**config.mk**
```make
export PLATFORM = sky130hd
export DESIGN_NAME = buck_pwm_ctrl
export DESIGN_NICKNAME = d
export VERILOG_FILES = /design/src/rtl/buck_pwm_pkg.sv /design/src/rtl/bpwm_phase_gen.sv /design/src/rtl/bpwm_ontime.sv /design/src/rtl/bpwm_gate_fsm.sv /design/src/rtl/buck_pwm_ctrl.sv
export SDC_FILE = /design/constraint.sdc
export NUM_CORES = 1
export LEC_CHECK = 0
export BUFFER_PORTS_ARGS = -buffer_cell sky130_fd_sc_hd__clkbuf_2
export CAP_MARGIN = 20
export CORE_AREA = 2 2 67 69
export DETAILED_ROUTE_END_ITERATION = 10
export DIE_AREA = 0 0 69 71
export GPL_TIMING_DRIVEN = 0
export HOLD_SLACK_MARGIN = 0.08
export PLACE_DENSITY = 0.53
export SLEW_MARGIN = 30
export SYNTH_ARGS = -nofsm -noshare
export SYNTH_HDL_FRONTEND = slang
export SYNTH_SLANG_ARGS = --single-unit
export TNS_END_PERCENT = 5
```
**constraint.sdc**
```tcl
create_clock -name clk -period 4.52 [get_ports clk]
set_input_delay 0.904 -clock clk [delete_from_list [all_inputs] [get_ports clk]]
set_output_delay 0.904 -clock clk [all_outputs]
set_load 0.005 [all_outputs]
```
**src/rtl/buck_pwm_pkg.sv**
```systemverilog
`timescale 1ns/1ps
package buck_pwm_pkg;
  typedef enum logic [2:0] {
    ST_IDLE  = 3'd0,
    ST_LEAD  = 3'd1,
    ST_HIGH  = 3'd2,
    ST_TRAIL = 3'd3,
    ST_LOW   = 3'd4
  } gate_st_e;
endpackage

```
**src/rtl/bpwm_phase_gen.sv**
```systemverilog
`timescale 1ns/1ps
// Free-running ramp phase; parks on the last phase while disabled so that
// the first enabled edge opens a new period.
module bpwm_phase_gen #(
  parameter int PERIOD = 100,
  localparam int PH_W = $clog2(PERIOD)
) (
  input  logic            clk,
  input  logic            rst_n,
  input  logic            en,
  output logic [PH_W-1:0] phase,
  output logic            cyc_end
);
  localparam logic [PH_W-1:0] LAST_PH = PH_W'(PERIOD - 1);

  always_ff @(posedge clk or negedge rst_n) begin
    if (!rst_n) begin
      phase <= LAST_PH;
    end else if (!en) begin
      phase <= LAST_PH;
    end else if (phase == LAST_PH) begin
      phase <= '0;
    end else begin
      phase <= phase + PH_W'(1);
    end
  end

  assign cyc_end = (phase == LAST_PH);
endmodule

```
**src/rtl/bpwm_ontime.sv**
```systemverilog
`timescale 1ns/1ps
// Captures the compensation level per period and decides when the
// high-side pulse ends (ramp compare, current limit, on-time bounds).
module bpwm_ontime #(
  parameter int PH_W   = 7,
  parameter int CMP_W  = 8,
  parameter int MIN_ON = 4,
  parameter int MAX_ON = 94,
  localparam int TON_W = $clog2(MAX_ON + 1)
) (
  input  logic             clk,
  input  logic             rst_n,
  input  logic             load,
  input  logic             in_high,
  input  logic             hs_lim,
  input  logic [CMP_W-1:0] comp_word,
  input  logic [PH_W-1:0]  phase,
  output logic             end_high,
  output logic             lim_end
);
  logic [CMP_W-1:0] comp_q;
  logic [TON_W-1:0] ton;
  logic [TON_W:0]   ton_nx;
  logic [CMP_W:0]   ph_nx;
  logic             min_met;
  logic             max_hit;
  logic             ramp_hit;

  always_ff @(posedge clk or negedge rst_n) begin
    if (!rst_n) begin
      comp_q <= '0;
    end else if (load) begin
      comp_q <= comp_word;
    end
  end

  // ton = high-side clocks already completed in this pulse
  always_ff @(posedge clk or negedge rst_n) begin
    if (!rst_n) begin
      ton <= '0;
    end else if (in_high) begin
      ton <= ton_nx[TON_W-1:0];
    end else begin
      ton <= '0;
    end
  end

  assign ton_nx   = {1'b0, ton} + (TON_W+1)'(1);
  assign ph_nx    = (CMP_W+1)'(phase) + (CMP_W+1)'(1);
  assign ramp_hit = (ph_nx >= {1'b0, comp_q});
  assign max_hit  = (ton_nx >= (TON_W+1)'(MAX_ON));

  generate
    if (MIN_ON <= 1) begin : g_no_min
      assign min_met = 1'b1;
    end else begin : g_min
      assign min_met = (ton_nx >= (TON_W+1)'(MIN_ON));
    end
  endgenerate

  assign lim_end  = in_high && min_met && hs_lim;
  assign end_high = in_high && ((min_met && (ramp_hit || hs_lim)) || max_hit);
endmodule

```
**src/rtl/bpwm_gate_fsm.sv**
```systemverilog
`timescale 1ns/1ps
// Gate sequencer: dead intervals on both transitions and the low-side
// hold that follows a high-side current-limit trip.
module bpwm_gate_fsm
  import buck_pwm_pkg::*;
#(
  parameter int DEAD = 2,
  localparam int DW = $clog2(DEAD + 1)
) (
  input  logic clk,
  input  logic rst_n,
  input  logic en,
  input  logic cyc_end,
  input  logic end_high,
  input  logic lim_end,
  input  logic ls_lim,
  output logic cyc_load,
  output logic lim_latched,
  output logic hs_gate,
  output logic ls_gate
);
  gate_st_e        st;
  logic [DW-1:0]   dcnt;
  logic            dead_done;
  logic            hold_low;

  assign dead_done = (dcnt == DW'(DEAD - 1));
  assign hold_low  = lim_latched && ls_lim;
  assign cyc_load  = en && cyc_end &&
                     ((st == ST_IDLE) || ((st == ST_LOW) && !hold_low));

  always_ff @(posedge clk or negedge rst_n) begin
    if (!rst_n) begin
      st          <= ST_IDLE;
      dcnt        <= '0;
      lim_latched <= 1'b0;
    end else if (!en) begin
      st          <= ST_IDLE;
      dcnt        <= '0;
      lim_latched <= 1'b0;
    end else begin
      unique case (st)
        ST_IDLE: begin
          if (cyc_load) begin
            st   <= ST_LEAD;
            dcnt <= '0;
          end
        end
        ST_LEAD: begin
          if (dead_done) begin
            st   <= ST_HIGH;
            dcnt <= '0;
          end else begin
            dcnt <= dcnt + DW'(1);
          end
        end
        ST_HIGH: begin
          if (end_high) begin
            st          <= ST_TRAIL;
            dcnt        <= '0;
            lim_latched <= lim_end;
          end
        end
        ST_TRAIL: begin
          if (dead_done) begin
            st   <= ST_LOW;
            dcnt <= '0;
          end else begin
            dcnt <= dcnt + DW'(1);
          end
        end
        ST_LOW: begin
          if (cyc_load) begin
            st          <= ST_LEAD;
            dcnt        <= '0;
            lim_latched <= 1'b0;
          end else if (lim_latched && !ls_lim) begin
            lim_latched <= 1'b0;
          end
        end
        default: begin
          st   <= ST_IDLE;
          dcnt <= '0;
        end
      endcase
    end
  end

  assign hs_gate = (st == ST_HIGH);
  assign ls_gate = (st == ST_LOW);
endmodule

```
**src/rtl/buck_pwm_ctrl.sv**
```systemverilog
`timescale 1ns/1ps
module buck_pwm_ctrl #(
  parameter int PERIOD = 100,
  parameter int CMP_W  = 8,
  parameter int DEAD   = 2,
  parameter int MIN_ON = 4,
  parameter int MAX_ON = 94,
  localparam int PH_W  = $clog2(PERIOD)
) (
  input  logic             clk,
  input  logic             rst_n,
  input  logic             en,
  input  logic [CMP_W-1:0] comp_word,
  input  logic             hs_lim,
  input  logic             ls_lim,
  output logic             hs_gate,
  output logic             ls_gate
);
  logic [PH_W-1:0] phase;
  logic            cyc_end;
  logic            cyc_load;
  logic            end_high;
  logic            lim_end;
  logic            lim_latched;

  bpwm_phase_gen #(.PERIOD(PERIOD)) u_phase (
    .clk     (clk),
    .rst_n   (rst_n),
    .en      (en),
    .phase   (phase),
    .cyc_end (cyc_end)
  );

  bpwm_ontime #(
    .PH_W   (PH_W),
    .CMP_W  (CMP_W),
    .MIN_ON (MIN_ON),
    .MAX_ON (MAX_ON)
  ) u_ontime (
    .clk       (clk),
    .rst_n     (rst_n),
    .load      (cyc_load),
    .in_high   (hs_gate),
    .hs_lim    (hs_lim),
    .comp_word (comp_word),
    .phase     (phase),
    .end_high  (end_high),
    .lim_end   (lim_end)
  );

  bpwm_gate_fsm #(.DEAD(DEAD)) u_fsm (
    .clk         (clk),
    .rst_n       (rst_n),
    .en          (en),
    .cyc_end     (cyc_end),
    .end_high    (end_high),
    .lim_end     (lim_end),
    .ls_lim      (ls_lim),
    .cyc_load    (cyc_load),
    .lim_latched (lim_latched),
    .hs_gate     (hs_gate),
    .ls_gate     (ls_gate)
  );
endmodule

```
==> impl_metrics.toml, run 1 <==
[status]
status = "complete, no violations"

[global_route]
first_global_vias = 1239
grt_max_degree = 29
antenna_found_initial = 0
grt_pass1_wl_mm = 5.45
grt.total_usage_pct = 13.7
gr-total-overflow = 0

[drt]
drt-initial-drc-count = 97
vias = 1196
wl_per_cell_um = 13.2
post_drt_via_cell_ratio = 5.18
first_pass_iters = 4
drtAntennaViolNets = 0
drc = 0
drt-total-wl_mm = 3.05

[finish]
instances_no_fill = 231
final_layout_size_suffix_gt1_share_pct = 22.9
final_nets = 204
register_area_um2 = 706
nFillCells = 431
antenna_cells = 0
syn_to_final_growth_pct = 12.6
multi_input_area_um2 = 841

[sta]
rsz0062_at_grt = "false"
fmax_mhz = 359
skew_ns = 0.00309
fin_crit_ns = 2.78
slew_violations = 0
finalSetupViolations = 0
hold_viol = 0
relSlewSlack_pct = 53.9
whs_ns = 0.494
tightestPinTransition_ns = 0.691
fin_tns_setup_ns = 0
finalCritPeriodShare_pct = 61.6

[power]
leakage_nw = 0.869
p_per_area_nw_per_um2 = 526
report.power.total_w = 0.000946
max-vdd-ir-drop_mv = 0.217

[clock_network]
clkTransAtPathRegs_ns = 0.09
insertion_delay_ns = 0.27
cts_max_level = 1
cts_buffers = 3
clock_sinks = 28
cts_resized = 0
post_cts_buffers = 0
cts-root-buf = "clkbuf_8"
cts_hold_buf = 0
cts_buffer_depth = 2
cts_tree = "yes"

[logic_synthesis]
synth-edff-count = 0
yosysTopAreaCell = "dfrtp_1"
syn-num-nets = 186
synth_top_family_by_area = "simple AND/OR/NAND/NOR gates"
synth.avg_cell_area_um2 = 9.87
synthXorXnorAreaFrac_pct = 5.48
ys_ff_latch = 28
post-synth-top-count-cell = "dfrtp_1"
synth_simple_gate_area_share_pct = 23.8
yosysWarnings = 0
ys_top_cells_by_count = "dfrtp_1, nand2_1, nor2_1, nand3_1, ha_1"
ys_types = 41
yosysSeqAreaShare_pct = 44.1
synth_compound_area_share_pct = 9.08
synth_flop_cell = "dfrtp_1"
syn_area_um2 = 1600
async_flop_share_pct = 100
yosys.area.top_type_share_pct = 37.6
synthMuxAreaShare_pct = 5.63
synth_fa_ha_area_share_pct = 8.61
synthCells = 162
synth.area.top_cells = "dfrtp_1, ha_1, dfstp_2"

[setup_path]
setup.worst_path.start = "u_phase.phase[0]"
r2r_start = "u_phase.phase[0]"
crit_arrival_ns = 2.93
cp.required_ns = 4.67
ff2ff_setup_slack_ns = 1.74
worstSetupEndpointType = "register"
cpMaxStageDelayCell = "dfstp_2"
crit_chain = "ha_1 -> nand2_1 -> nor2b_1 -> xor2_1 -> ha_1 -> a21oi_1 -> o221ai_1 -> a21oi_1 -> a31oi_1 -> o31ai_2 -> o21ai_0"
startpoint_type = "register"
worstSetupPathType = "reg -> reg"
critPathMaxFanout = 5
worst_path_largest_cell_delay_ns = 0.60

[floorplan]
die-width_um = 69
initial_core_util_pct = 38.0
rows = 24
coreArea_um2 = 4200
die_h_um = 71
die_area_um2 = 4900
ios = 15

[hold_path]
hold_path_class = "reg -> reg"
hold_path_startpoint = "u_fsm.dcnt[1]"

[placement]
io_buffers = 13
dp_hpwl_mm = 2.38
finalWeightedCongestion = 0.817
dpl.cell_count = 227

[job]
drv_cap = 0
==> cells by family (layout without fill, tap and decap cells) <==
| kind of cell | after synthesis | count (layout) |
|---|---|---|
| and+or+nand+nor | 69 | 69 |
| DFF | 28 | 28 |
| AOI/OAI and AO/OA | 23 | 23 |
| buffers and inverters | 13 | 30 |
| adders and majority gates | 11 | 11 |
| xor gates and xnor gates | 10 | 10 |
| muxes | 8 | 8 |
==> critical path, delay by kind of cell, from the launching register on <==
| family | cells | cell delay, ns |
|---|---|---|
| fa+ha+maj | 2 | 0.54 |
| compound gates | 6 | 1.00 |
| simple gates | 2 | 0.31 |
| xor+xnor | 1 | 0.20 |
| flops | 1 | 0.60 |
==> worst paths after layout <==
kind,end,cells after the start
worst max-delay path,u_fsm.st[0],11
worst min-delay path,u_fsm.dcnt[1],1
worst max register to register,u_fsm.st[0],11
worst min register to register,u_fsm.dcnt[1],1
max in group asynchronous,u_fsm.dcnt[0],1
min in group asynchronous,u_ontime.comp_q[3],1
==> per-layer routing <==
layer  track usage, %  share of wire [%]
met2             23.1                 49
met3             1.71                2.3
met5                0                  0
met4             4.58                1.1
met1             18.2                 48
==> power breakdown <==
group	leakage [nW]	switching [W]	internal, W	total, W
sequential	0.358	0.0000638	0.000331	0.000394
clock	0.0357	0.0000768	0.000119	0.000195
combinational	0.475	0.000186	0.000171	0.000356
total	0.869	0.000326	0.000620	0.000946
==> final cells by class <==
class                      instances  area share (%)
buffer                             4            1.04
clock buffer                       3            2.29
clock inverter                     1            1.67
inverter                           9            1.88
multi-input combinational        121            46.7
sequential                        28            39.2
tap                               52            3.61
timing repair buffer              13            3.61
==> registers in the layout (all words and copies together) (netlist names) <==
name,count
u_ontime.comp_q,8
u_phase.phase,7
u_fsm.lim_latched,1
u_fsm.dcnt,2
u_fsm.st,3
u_ontime.ton,7
==> cell usage in the layout, fill, tap and decap left out, drive strengths merged, types with 2 or more instances in the layout <==
cell type,Yosys,routed
a21o,2,2
a21oi,8,8
a31oi,2,2
and2,2,2
and3,7,7
buf,2,2
clkbuf,2,18
dfrtp,24,24
dfstp,4,4
ha,11,11
inv,9,9
mux2,8,8
nand2,17,17
nand2b,2,2
nand3,13,13
nand4,2,2
nor2,14,14
nor2b,3,3
nor3,3,3
o21ai,5,5
xnor2,4,4
xor2,6,6
==> metrics by stage <==
| step | setup slack, ns | util [%] | instance area, um2 |
|---|---|---|---|
| 6_report | 1.74 | 42.8 | 1800 |
| 5_1_grt | 1.54 | 42.8 | 1800 |
| 4_1_cts | 1.72 | 42.8 | 1800 |
| 3_5_place_dp | 1.73 | 41.1 | 1730 |
| 3_3_place_gp | 1.81 | 41.1 | 1730 |
| 2_1_floorplan | 2.16 | - | 1600 |
Power figures use the tool's default switching activity.
==> inputs of run 2 (changes only) <==
==> constraint.sdc (replaced) <==
create_clock -name clk -period 2.8 [get_ports clk]
set_input_delay 0.56 -clock clk [delete_from_list [all_inputs] [get_ports clk]]
set_output_delay 0.56 -clock clk [all_outputs]
set_load 0.005 [all_outputs]
==> impl_metrics.toml, run 2 (synthesized netlist as in run 1, its figures left out) <==
[status]
status = "complete, no violations"

[floorplan]
ios = 15
die-width_um = 69
die_area_um2 = 4900
rows = 24
initial_core_util_pct = 38.0
coreArea_um2 = 4200
die_h_um = 71

[power]
leakage_nw = 0.880
report.power.total_w = 0.00157
max-vdd-ir-drop_mv = 0.362
p_per_area_nw_per_um2 = 859

[clock_network]
clock_sinks = 28
cts_tree = "yes"
insertion_delay_ns = 0.27
clkTransAtPathRegs_ns = 0.09
cts-root-buf = "clkbuf_8"
cts_buffer_depth = 2
cts_max_level = 1
cts_hold_buf = 0
cts_buffers = 3

[setup_path]
worstSetupEndpointType = "register"
critPathMaxFanout = 5
worstSetupPathType = "reg -> reg"
cp.required_ns = 2.96
startpoint_type = "register"
crit_arrival_ns = 2.80

[finish]
regMostFlops = "u_ontime.comp_q"
layout_common_cells = "dfrtp_1, nand2_1, clkbuf_2, nor2_1, nand3_1"
instances_no_fill = 233
final_common_cell = "dfrtp_1"
post-route-util_pct = 43.5
largest_reg_flops = 8
final_nets = 206
final_layout_size_suffix_gt1_share_pct = 24.9
antenna_cells = 0
reg.largest.list = "u_ontime.comp_q (8), u_ontime.ton (7), u_phase.phase (7)"
nFillCells = 427
syn_to_final_growth_pct = 14.5

[sta]
slew_violations = 0
relSlewSlack_pct = 53.3
fin_crit_ns = 2.64
fin_tns_setup_ns = 0
tightestPinTransition_ns = 0.701
rsz0062_at_grt = "false"
fmax_mhz = 379
setup_ws_ns = 0.161
finalSetupViolations = 0
finalCritPeriodShare_pct = 94.2
hold_viol = 0
skew_ns = 0.00248

[global_route]
antenna_found_initial = 0
first_global_vias = 1245
gr-total-overflow = 0
grt_max_degree = 29
grt_pass1_wl_mm = 5.45
grt.total_usage_pct = 13.7

[drt]
drt-total-wl_mm = 3.14
drc = 0
post_drt_via_cell_ratio = 5.14
drt-initial-drc-count = 107
drtAntennaViolNets = 0
vias = 1198
wl_per_cell_um = 13.5
first_pass_iters = 4

[placement]
dpl.cell_count = 227
dp_hpwl_mm = 2.38
finalWeightedCongestion = 0.817
dp_slack_ns = 0.00809
io_buffers = 13

[hold_path]
hold_path_class = "in -> async"

[job]
drv_cap = 0
[run 2: cell types whose count changed in the layout (fill, tap and decap cells not counted)]
cell	change
nor2b_1	-1
ha_4	+1
nor2b_2	+1
ha_1	-1
buf_4	+2
[run 2: metal layers]
layer / wire (um) / up-vias / part of all wire, % / global-route usage [%]
met5: 0 / - / 0 / 0
met2: 1540 / 10 / 49 / 23.1
li1: - / 606 / - / -
met3: 41 / 4 / 1.3 / 1.71
met4: 33 / 0 / 1.1 / 4.58
met1: 1520 / 578 / 49 / 18.2
[run 2: power by group]
group	total [W]	switching, W	internal (W)
Combinational	0.000614	0.000312	0.000301
Sequential	0.000642	0.000108	0.000534
Clock	0.000317	0.000125	0.000191
[run 2: final timing paths]
path | end | startpoint | slack (ns) | cells after the start
worst max-delay path | u_fsm.st[0] | u_phase.phase[0] | 0.16 | 12
worst max register to register | u_fsm.st[0] | u_phase.phase[0] | 0.16 | 12
min in group clk | u_fsm.dcnt[1] | u_fsm.dcnt[1] | 0.50 | 1
max in group asynchronous | u_ontime.ton[2] | rst_n | 2.04 | 1
worst min-delay path | u_ontime.comp_q[3] | rst_n | 0.31 | 1
worst min register to register | u_fsm.dcnt[1] | u_fsm.dcnt[1] | 0.50 | 1
[run 2: area by class of cell]
| class | instances | area [um2] | share of cell area [%] |
|---|---|---|---|
| Buffer | 4 | 18.8 | 1.03 |
| Inverter | 9 | 33.8 | 1.85 |
| Sequential cell | 28 | 706 | 38.6 |
| Clock buffer | 3 | 41.3 | 2.26 |
| Tap cell | 52 | 65.1 | 3.55 |
| Multi-Input combinational cell | 121 | 856 | 46.8 |
| Timing Repair Buffer | 15 | 80.1 | 4.37 |
| Clock inverter | 1 | 30.0 | 1.64 |
[run 2: through the flow]
step,hold slack [ns],instance area (um2)
5_1_grt,0.355,1830
4_1_cts,0.332,1810
6_report,0.311,1830
2_1_floorplan,0.264,1600
3_5_place_dp,0.479,1730
3_3_place_gp,0.471,1730
[run 2: what timing repair did]
action	in CTS	in global routing
gates resized for setup	0	3
buffers inserted	1	1
pin swaps	1	0
setup endpoints to repair	1	5
[run 2: critical path, stage by stage, from the launching register on]
cell and delay, ns:
dfstp_2 0.61, ha_4 0.18, nand2_1 0.10, nor2b_2 0.16, xor2_1 0.19, ha_1 0.27, a21oi_1 0.14, o221ai_1 0.13
a21oi_1 0.16, a31oi_1 0.09, o31ai_2 0.26, buf_4 0.16, o21ai_0 0.08
